<file path="config.mk">
export PLATFORM = sky130hd
export DESIGN_NAME = out_ep_rxbanks
export DESIGN_NICKNAME = d
export VERILOG_FILES = /design/src/rtl/out_ep_pkg.sv /design/src/rtl/out_ep_bank_mem.sv /design/src/rtl/out_ep_irq_flags.sv /design/src/rtl/out_ep_rxbanks.sv
export SDC_FILE = /design/constraint.sdc
export NUM_CORES = 1
export LEC_CHECK = 0
export ABC_AREA = 0
export ABC_CLOCK_PERIOD_IN_PS = 2900
export BUFFER_PORTS_ARGS = -buffer_cell sky130_fd_sc_hd__buf_2
export CORE_MARGIN = 4
export CORE_UTILIZATION = 57
export DETAILED_ROUTE_END_ITERATION = 6
export PLACE_DENSITY = 0.76
export SLEW_MARGIN = 0
export SYNTH_ARGS = -nofsm -noshare
export SYNTH_HDL_FRONTEND = slang
export SYNTH_SLANG_ARGS = --single-unit
</file>
<file path="constraint.sdc">
create_clock -name clk -period 2.9 [get_ports clk]
set_clock_uncertainty 0.15 [all_clocks]
set_input_delay 0.29 -clock clk [delete_from_list [all_inputs] [get_ports clk]]
set_output_delay 0.29 -clock clk [all_outputs]
set_load 0.01 [all_outputs]
</file>
<file path="src/rtl/out_ep_pkg.sv">
package out_ep_pkg;
    localparam int NFLAGS    = 4;
    localparam int FLG_RX    = 0;
    localparam int FLG_STALL = 1;
    localparam int FLG_OVF   = 2;
    localparam int FLG_UNF   = 3;
endpackage

</file>
<file path="src/rtl/out_ep_bank_mem.sv">
module out_ep_bank_mem #(
    parameter int NBANK = 2,
    parameter int DEPTH = 64,
    parameter int AW    = $clog2(DEPTH)
) (
    input  logic          clk,
    input  logic          we,
    input  logic          wbank,
    input  logic [AW-1:0] waddr,
    input  logic [7:0]    wdata,
    input  logic          rbank,
    input  logic [AW-1:0] raddr,
    output logic [7:0]    rdata
);
    logic [7:0] lane_q [NBANK];

    for (genvar b = 0; b < NBANK; b++) begin : g_bank
        logic [7:0] store_q [DEPTH];
        always_ff @(posedge clk) begin
            if (we && (int'(wbank) == b)) store_q[waddr] <= wdata;
        end
        assign lane_q[b] = store_q[raddr];
    end

    if (NBANK > 1) begin : g_mux2
        assign rdata = lane_q[rbank];
    end else begin : g_mux1
        logic unused_rbank;
        assign unused_rbank = rbank;
        assign rdata = lane_q[0];
    end
endmodule

</file>
<file path="src/rtl/out_ep_irq_flags.sv">
module out_ep_irq_flags #(
    parameter int N = 4
) (
    input  logic         clk,
    input  logic         rst,
    input  logic [N-1:0] set,
    input  logic [N-1:0] clr,
    input  logic [N-1:0] en,
    output logic [N-1:0] flags,
    output logic         irq
);
    logic [N-1:0] flag_d, flag_q;

    always_comb begin
        flag_d = (flag_q & ~clr) | set;
    end

    always_ff @(posedge clk) begin
        if (rst) flag_q <= '0;
        else     flag_q <= flag_d;
    end

    assign flags = flag_q;
    assign irq   = |(flag_q & en);
endmodule

</file>
<file path="src/rtl/out_ep_rxbanks.sv">
module out_ep_rxbanks
    import out_ep_pkg::*;
#(
    parameter int BANK_BYTES = 64,
    parameter bit DUAL_BANK  = 1'b1,
    parameter int CW         = $clog2(BANK_BYTES + 1)
) (
    input  logic              clk,
    input  logic              rst,
    input  logic              pkt_start,
    input  logic              pkt_valid,
    input  logic [7:0]        pkt_data,
    input  logic              pkt_end,
    input  logic              pkt_crc_ok,
    input  logic              cpu_rd,
    output logic [7:0]        cpu_rdata,
    output logic [CW-1:0]     cpu_count,
    input  logic              cpu_release,
    output logic              rwal,
    input  logic [NFLAGS-1:0] flag_en,
    input  logic [NFLAGS-1:0] flag_clr,
    output logic [NFLAGS-1:0] flags,
    output logic              irq
);
    localparam int NBANK = DUAL_BANK ? 2 : 1;
    localparam int AW    = $clog2(BANK_BYTES);

    typedef struct packed {
        logic [NBANK-1:0]         full;
        logic [NBANK-1:0][CW-1:0] cnt;
        logic                     wr_bank;
        logic                     rd_bank;
        logic                     cap;
        logic                     ovf;
        logic [CW-1:0]            wcnt;
        logic [CW-1:0]            rd_ptr;
    } st_t;

    st_t               st_d, st_q;
    logic              mem_we;
    logic [NFLAGS-1:0] flag_set;
    logic              read_ok;

    always_comb begin
        st_d     = st_q;
        mem_we   = 1'b0;
        flag_set = '0;
        read_ok  = cpu_rd && (flags[FLG_RX] || st_q.full[st_q.rd_bank])
                   && (st_q.rd_ptr < st_q.cnt[st_q.rd_bank]);

        // CPU side
        if (read_ok) st_d.rd_ptr = st_q.rd_ptr + 1'b1;
        if (cpu_release && st_q.full[st_q.rd_bank]) begin
            st_d.full[st_q.rd_bank] = 1'b0;
            st_d.cnt[st_q.rd_bank]  = '0;
            st_d.rd_ptr             = '0;
            if (NBANK > 1) st_d.rd_bank = ~st_q.rd_bank;
        end

        // packet side
        if (pkt_start) begin
            st_d.wcnt = '0;
            st_d.ovf  = 1'b0;
            if (st_q.full[st_q.wr_bank]) begin
                st_d.cap           = 1'b0;
                flag_set[FLG_UNF]  = 1'b1;
            end else begin
                st_d.cap = 1'b1;
            end
        end else if (st_q.cap && pkt_valid) begin
            if (st_q.wcnt < CW'(BANK_BYTES)) begin
                mem_we    = 1'b1;
                st_d.wcnt = st_q.wcnt + 1'b1;
            end else begin
                st_d.ovf = 1'b1;
            end
        end else if (st_q.cap && pkt_end) begin
            st_d.cap                  = 1'b0;
            st_d.full[st_q.wr_bank]   = 1'b1;
            st_d.cnt[st_q.wr_bank]    = st_q.wcnt;
            flag_set[FLG_RX]          = 1'b1;
            flag_set[FLG_OVF]         = st_q.ovf;
            flag_set[FLG_STALL]       = !pkt_crc_ok;
            if (NBANK > 1) st_d.wr_bank = ~st_q.wr_bank;
        end
    end

    always_ff @(posedge clk) begin
        if (rst) st_q <= '0;
        else     st_q <= st_d;
    end

    out_ep_bank_mem #(.NBANK(NBANK), .DEPTH(BANK_BYTES), .AW(AW)) u_mem (
        .clk   (clk),
        .we    (mem_we),
        .wbank (st_q.wr_bank),
        .waddr (st_q.wcnt[AW-1:0]),
        .wdata (pkt_data),
        .rbank (st_q.rd_bank),
        .raddr (st_q.rd_ptr[AW-1:0]),
        .rdata (cpu_rdata)
    );

    out_ep_irq_flags #(.N(NFLAGS)) u_flags (
        .clk   (clk),
        .rst   (rst),
        .set   (flag_set),
        .clr   (flag_clr),
        .en    (flag_en),
        .flags (flags),
        .irq   (irq)
    );

    assign rwal      = st_q.full[st_q.rd_bank];
    assign cpu_count = st_q.cnt[st_q.rd_bank];
endmodule

</file>
==> impl_results.md, run 1 <==
- Reg2Reg Setup Slack: 80 ps
- Clock network latency to the later pin of the worst-skew pair: ~670 ps
- Number of warnings issued by yosys: 0
- Post-synth net total: between 2000 and 2500
- Number of detailed-routing iterations run before antenna repair: 7
- # Max-Cap Violations: 0
- Met1 usage in global routing: 37.7%
- Period Utilization, post-route: 121%
- Count leader, synth: edfxtp_1
- FMAX: ~280 MHz
- Routed length per placed instance: approximately 30 µm
- Global route total overflow: 0
- Clock sinks: roughly 1100
- Initial core utilization: 57.5%
- Post-layout net count: approximately 2700
- Post-synth design cell area: between 0.04 and 0.05 mm²
- Number of DRC violations after detailed routing: 0
- Nature of the critical path endpoint: output pin
- Clock Pin Slew Worst Setup and Hold Paths: 60 ps
- Slew HR: 38.3%
- Final Hold Slack: 7.05 ps
- Area of combinational cells with multiple inputs: roughly 0.010 mm²
- Number of nets with antenna violations after routing: 0
- Cells after DPL: 3465
- Critical path's largest stage delay: 580 ps
- Worst-path maximum fanout: 6
- Number of buffers inserted during clock tree synthesis: between 100 and 150
- Die Wd: 279 µm
- Clock tree from TritonCTS: done
- RSZ-0062 raised after global routing: true
- Site Rows: 99
- Share of flip-flops with an asynchronous set or reset after synthesis: 0%
- CP startpoint kind: flip-flop
- Detailed placer's ending HPWL: about 65000 µm
- Core footprint: 0.0730 mm²
- Number of antenna violations at the first check in global routing: 4
- Worst slew pin tran: about 930 ps
- Final min period: 3510 ps
- Worst-path cell chain: buf_12 -> buf_12 -> buf_12 -> buf_16 -> mux4_2 -> o22ai_4 -> nor4_2 -> buf_4 -> nor2_4 -> o211ai_1 -> buf_2
- Smallest setup slack after layout: -610 ps
- Count of mapped cells out of synthesis: 2298
- Critical Path Most Common Cell: buf_12
- Via count of the first global-routing pass: between 20000 and 25000
- Hold Crit Class: primary input to flip-flop
- Cell type of the slowest stage on the worst timing path: mux4_2
- Reg2reg path depth: 7
- Met2 track demand over resource: 45.5%
- Startpoint of the worst hold path: pkt_data[1]
- Global routing's busiest layer: met2
- DIE AREA: approximately 0.078 mm²
- Deepest level of the CTS H-tree: 3
- Height of the die: about 280 µm
- Weighted congestion reported at the end of routability-driven placement: 0.935
- Maximum vdd drop: about 600 µV
- Most instantiated cells after synthesis: edfxtp_1 (1024), mux2i_1 (282), nor2_1 (164)
- Critical register-to-register path endpoint: u_mem.g_bank[1].store_q[0][7]$_DFFE_PP_
- Number of failing setup endpoints in the final timing report: 8
- Critical path class: flip-flop to output pin
- Final Hold Violating Endpoints: 0
- Area added between synthesis and finish: 21.3%
- Count of flip-flops with a built-in enable after synthesis: 1024
- Post-synthesis average cell area: 18.3 µm²
- Worst Hold Endpoint: u_mem.g_bank[1].store_q[63][1]$_DFFE_PP_
- Number of inserted filler cells in the final layout: 4151
- Reg-to-reg critical path startpoint: st_q[15]$_SDFFE_PP0P_
- Primary flip-flop cell chosen by synthesis mapping: edfxtp_1
- Total power divided by cell area: 612 mW/mm²
- Largest net degree at the start of global routing: 74
- Number of design-rule violations left by the first detailed-router iteration: around 3200
- Quantity of I/O buffers inserted on ports: 44
- Leak Pwr: roughly 16 nW
- Global-route wire length before repair: 161000 µm
- Number of different library cells in the post-synthesis netlist: 60
- Pins Over Slew Limit: 0
- Sequential area share after synthesis: 75.4%
- CTS Root Buffer Type: clkbuf_16
- Routed via count: 24397
- I/O Pins: 45
- Result of the run: finished with violations
- Post-Route Setup TNS: -4690 ps
- Vias/cell: 6.55
- Synth Register Bits: 1068
- Cell accounting for the most synthesized area: edfxtp_1
- Global routing usage summed across all routing layers: 27.9%
- Area taken by flip-flops and latches: 0.0316 mm²
- WL final: 112000 µm
- Arrival time of data at the critical path endpoint: 3070 ps
- Met3 Resource Use GR: 5.94%
- Layout cells sized above 1: 30.8%
- Share of the synthesized area in the top cell type: 73.3%
- Maximum clock insertion buffer count: 3
- Number of standard cells in the final layout excluding fillers: 3722
- Worst hold path stage count: 1
- Main area contributors after synthesis: edfxtp_1 (73%), mux2i_1 (6.7%), mux4_2 (5.3%)
- Violations in the final reports: negative setup slack
- Required time reported for the critical path endpoint: 2460 ps
-- logic make-up (layout without fill, tap and decap cells) --
logic type                 Yosys count  after routing  synth area share, %
DFF                               1068           1068                 75.4
muxes                              423            423                 13.1
and+or+nand+nor                    335            335                 3.71
AOI/OAI and AO/OA                  300            300                 5.17
buffers and inverters              154            618                 2.13
xor gates and xnor gates            10             10                0.209
adders and majority gates            8              8                0.239
other                                0              1                    0
-- where the power goes --
part	total, mW	internal (mW)	switching [mW]
Clock	13.8	8.03	5.77
Combinational	0.443	0.0961	0.346
Sequential	16.9	16.9	0.00667
Total	31.1	25.0	6.12
-- worst max path at each step --
stage	start	cells after the start	slack, ps	to
global placement	flip-flop	9	-200	cpu_rdata[6]
global route	flip-flop	9	-700	cpu_rdata[4]
detailed placement	flip-flop	11	-200	cpu_rdata[2]
finish	flip-flop	11	-610	cpu_rdata[1]
floorplan	st_q[16]$_SDFFE_PP0N_	10	70	st_q[5]$_SDFFE_PP0P_
CTS	flip-flop	9	-620	cpu_rdata[0]
-- placed cells by master (no fill, tap or decap), types with 21 or more instances in the layout --
master and instances:
a21oi_1 45, a22oi_1 84, buf_12 46, buf_2 35
buf_4 267, clkbuf_16 106, clkinv_2 21, dfxtp_1 40
edfxtp_1 1024, inv_1 23, mux2_2 42, mux2i_1 275
mux4_2 98, nand2_1 66, nor2_1 152
-- cell type report --
type / instances / area share, %
Antenna cell: 1 / 0.00492
Clock buffer: 125 / 5.35
Clock inverter: 64 / 1.48
Inverter: 23 / 0.170
Multi-Input combinational cell: 1076 / 20.5
Sequential cell: 1068 / 62.2
Tap cell: 959 / 2.36
Timing Repair Buffer: 406 / 7.95
-- through the flow --
stage | setup WS, ps | power (mW) | instance area [µm²] | util, %
2_1_floorplan | 74.4 | 17.3 | 41900 | -
3_3_place_gp | -196 | 17.6 | 45300 | 62.1
3_5_place_dp | -204 | 17.6 | 45300 | 62.1
4_1_cts | -618 | 31.2 | 50200 | 68.9
5_1_grt | -701 | 31.9 | 50900 | 69.8
6_report | -610 | 31.1 | 50900 | 69.8
-- worst max-delay path: cells and delay by family, from the launching register on --
| family | cells | cell delay [ps] |
|---|---|---|
| simple gates | 2 | 240 |
| mux | 1 | 580 |
| flops | 1 | 390 |
| compound gates | 2 | 390 |
| buf+inv | 6 | 810 |
-- metal layers --
| metal | vias to the layer above | share of wire, % |
|---|---|---|
| met4 | 6 | 4.2 |
| met2 | 1692 | 49 |
| met3 | 305 | 11 |
| met1 | 12383 | 36 |
| li1 | 10011 | - |
| met5 | - | 0.021 |
-- registers in the layout (all words and copies together) (netlist names), named ones only --
name	cells
st_q	34
u_mem.g_bank.store_q	1024
u_flags.flags	4
-- timing repair --
action | 4_1_cts | 5_1_grt
hold endpoints to repair | 72 | 0
resized for setup | 168 | 89
buffers inserted | 22 | 30
pin swaps | 49 | 41
endpoints found under the setup margin | 9 | 33
gates cloned | 10 | 2
hold buffers | 16 | 0
Note: power is estimated with default switching activity, not from simulation.
==> inputs of run 2 (changes only) <==
--- a/config.mk
+++ b/config.mk
@@ -9,4 +9,5 @@
 export ABC_CLOCK_PERIOD_IN_PS = 2900
 export BUFFER_PORTS_ARGS = -buffer_cell sky130_fd_sc_hd__buf_2
+export CAP_MARGIN = 20
 export CORE_MARGIN = 4
 export CORE_UTILIZATION = 57
--- a/constraint.sdc
+++ b/constraint.sdc
@@ -3,3 +3,3 @@
 set_input_delay 0.29 -clock clk [delete_from_list [all_inputs] [get_ports clk]]
 set_output_delay 0.29 -clock clk [all_outputs]
-set_load 0.01 [all_outputs]
+set_load 0.1 [all_outputs]
==> run 2 against run 1 <==
Net effect:
- worst setup slack got worse by 200 ps
- the run still ends with negative setup slack left
- largest cell class unchanged
- final cell count fell by 0.24%
- combinational power rose by 7.9%
- critical endpoint is now cpu_rdata[5]
==> impl_results.md, run 2 (synthesis gave the netlist of run 1 again) <==
- WL final: 109000 µm (-2.5%)
- Area added between synthesis and finish: 20.3%
- Total power divided by cell area: 608 mW/mm² (-0.64%)
- Number of buffers inserted during clock tree synthesis: 99 (-3.9%)
- Number of DRC violations after detailed routing: 0 (unchanged)
- Violations in the final reports: negative setup slack
- Smallest setup slack after layout: -811 ps (-200 ps)
- Die Wd: 279 µm (unchanged)
- CTS Root Buffer Type: clkbuf_16
- Global-route wire length before repair: 156000 µm (-3.1%)
- Weighted congestion reported at the end of routability-driven placement: 0.888 (-5.0%)
- Nature of the critical path endpoint: output pin
- Maximum vdd drop: 595 µV (-1.0%)
- Crit path buffers/inverters: 3 (-3)
- Required time reported for the critical path endpoint: 2460 ps (about the same)
- Final Hold Violating Endpoints: 0 (unchanged)
- Critical path class: flip-flop to output pin
- Leak Pwr: 16.1 nW (-0.97%)
- Largest net degree at the start of global routing: 83 (+12%)
- Worst-path maximum fanout: 11 (+5)
- Final Hold Slack: 37.6 ps (+30.5 ps)
- Global routing's busiest layer: met2
- Number of detailed-routing iterations run before antenna repair: 5 (-2)
- Met1 usage in global routing: 37.0% (-0.72 points)
- Period Utilization, post-route: 128% (+6.9 points)
- Post-Route Setup TNS: -5800 ps (-1110 ps)
- Number of inserted filler cells in the final layout: 4178 (+0.65%)
- Site Rows: 99 (unchanged)
- Clock Pin Slew Worst Setup and Hold Paths: 70 ps (about the same)
- Slew HR: 46.6% (+8.3 points)
- DIE AREA: 0.0780 mm² (unchanged)
- Routed via count: 24066 (-1.4%)
- # Max-Cap Violations: 0 (unchanged)
- FMAX: 270 MHz (-5.4%)
- Commonest non-fill, non-tap cells in the layout: edfxtp_1 (1024), mux2i_1 (278), buf_4 (271)
- Number of nets with antenna violations after routing: 0 (unchanged)
- Via count of the first global-routing pass: 23697 (-2.3%)
- Routed length per placed instance: 29.4 µm (-2.3%)
- Vias/cell: 6.48 (-1.1%)
- Maximum clock insertion buffer count: 3 (unchanged)
- Height of the die: 279 µm (unchanged)
- Global route total overflow: 0 (unchanged)
- CP startpoint kind: flip-flop
- RSZ-0062 raised after global routing: true
- Number of design-rule violations left by the first detailed-router iteration: 3094 (-4.0%)
- Post-layout net count: 2701 (-0.33%)
- Critical path's largest stage delay: 510 ps (-70 ps)
- Worst slew pin tran: 799 ps (-126 ps)
- Number of failing setup endpoints in the final timing report: 8 (unchanged)
- Final min period: 3710 ps (+200 ps)
- Initial core utilization: 57.5% (unchanged)
- Register bank with the most flops: u_mem.g_bank.store_q
- Worst-path cell chain: buf_8 -> and4b_2 -> buf_12 -> a22o_4 -> a2111oi_4 -> o221ai_2 -> o211ai_1 -> clkbuf_16
- Number of antenna violations at the first check in global routing: 0 (-4)
- Arrival time of data at the critical path endpoint: 3270 ps (+200 ps)
- Largest delay share family, worst path: compound AO/OA/AOI/OAI gates
- Clock sinks: 1068 (unchanged)
- Core footprint: 0.0730 mm² (unchanged)
- Layout cells sized above 1: 29.1% (-1.8 points)
- Met2 track demand over resource: 43.6% (-1.9 points)
- Quantity of I/O buffers inserted on ports: 44 (unchanged)
- Max FFs per register: 1024 (unchanged)
- Hold Crit Class: primary input to flip-flop
- Detailed placer's ending HPWL: 64900 µm (-0.80%)
- Global routing usage summed across all routing layers: 26.9% (-1.0 points)
- Cell type of the slowest stage on the worst timing path: o211ai_1
- Result of the run: finished with violations
- Clock network latency to the later pin of the worst-skew pair: 670 ps (about the same)
- Pins Over Slew Limit: 0 (unchanged)
- Most common library cell in the layout ignoring fill and taps: edfxtp_1
- Clock tree from TritonCTS: done
- I/O Pins: 45 (unchanged)
- Deepest level of the CTS H-tree: 3 (unchanged)
- Met3 Resource Use GR: 4.59% (-1.3 points)
run 2: cell count changes in the layout (fill, tap and decap cells not counted), moves of 6 or more:
cell	before	now
buf_12	46	40
clkbuf_1	15	21
o22ai_1	12	23
clkbuf_16	106	115
o22ai_4	7	1
buf_2	35	28
clkinv_2	21	14
run 2: timing repair:
item                                   in CTS  in global routing
pin swaps                                  24                 50
hold buffers                               20                  0
gates resized for setup                    78                109
cloned                                      2                  8
setup endpoints to repair                   9                  9
setup buffers                               6                 33
endpoints found under the hold margin      62                  0
run 2: final timing paths:
path	start	end	slack, ps	cells after the start
worst max register to register	st_q[7]$_SDFFE_PP0N_	u_mem.g_bank[1].store_q[23][5]$_DFFE_PP_	120	4
worst min-delay path	pkt_data[5]	u_mem.g_bank[0].store_q[34][5]$_DFFE_PP_	40	1
worst min register to register	st_q[21]$_SDFF_PP0_	st_q[21]$_SDFF_PP0_	320	2
worst max-delay path	flip-flop	cpu_rdata[5]	-810	8
run 2: metal layers:
layer  vias to the layer above  part of all wire [%]
met2                      1596                    49
li1                       9988                     -
met4                         0                   4.3
met3                       286                   9.8
met1                     12196                    37
met5                         -                     0
run 2: layout make-up:
class                           count  area [µm²]  area share, %
Antenna cell                        1        2.50        0.00496
Clock buffer                      128        2700           5.35
Clock inverter                     57         629           1.25
Timing Repair Buffer              401        4020           7.96
Tap cell                          959        1200           2.38
Sequential cell                  1068       31600           62.7
Multi-Input combinational cell   1076       10200           20.2
Inverter                           23        86.3          0.171
run 2: worst reg2reg max path: cells and delay by family, from the launching register on:
kind / cells / cell delay, ps
AND/OR/NAND/NOR: 3 / 1410
flip-flops: 1 / 690
buffers and inverters: 1 / 240
run 2: per-stage QoR:
stage | power (mW) | setup WS (ps) | util, % | std cells | instance area (µm²)
final | 30.7 | -811 | 69.1 | 3713 | 50500
after floorplan | 17.3 | -519 | - | 2298 | 42000
after global placement | 17.6 | -304 | 62.3 | 3463 | 45400
after global routing | 31.4 | -887 | 69.1 | 3712 | 50400
after CTS | 30.7 | -716 | 67.9 | 3676 | 49500
after detailed placement | 17.7 | -323 | 62.3 | 3463 | 45400
run 2: where the power goes:
part	leakage, nW	internal [mW]	switching, mW
logic	4.90	0.103	0.376
clock network	1.60	7.66	5.64
registers	9.56	16.9	0.00680
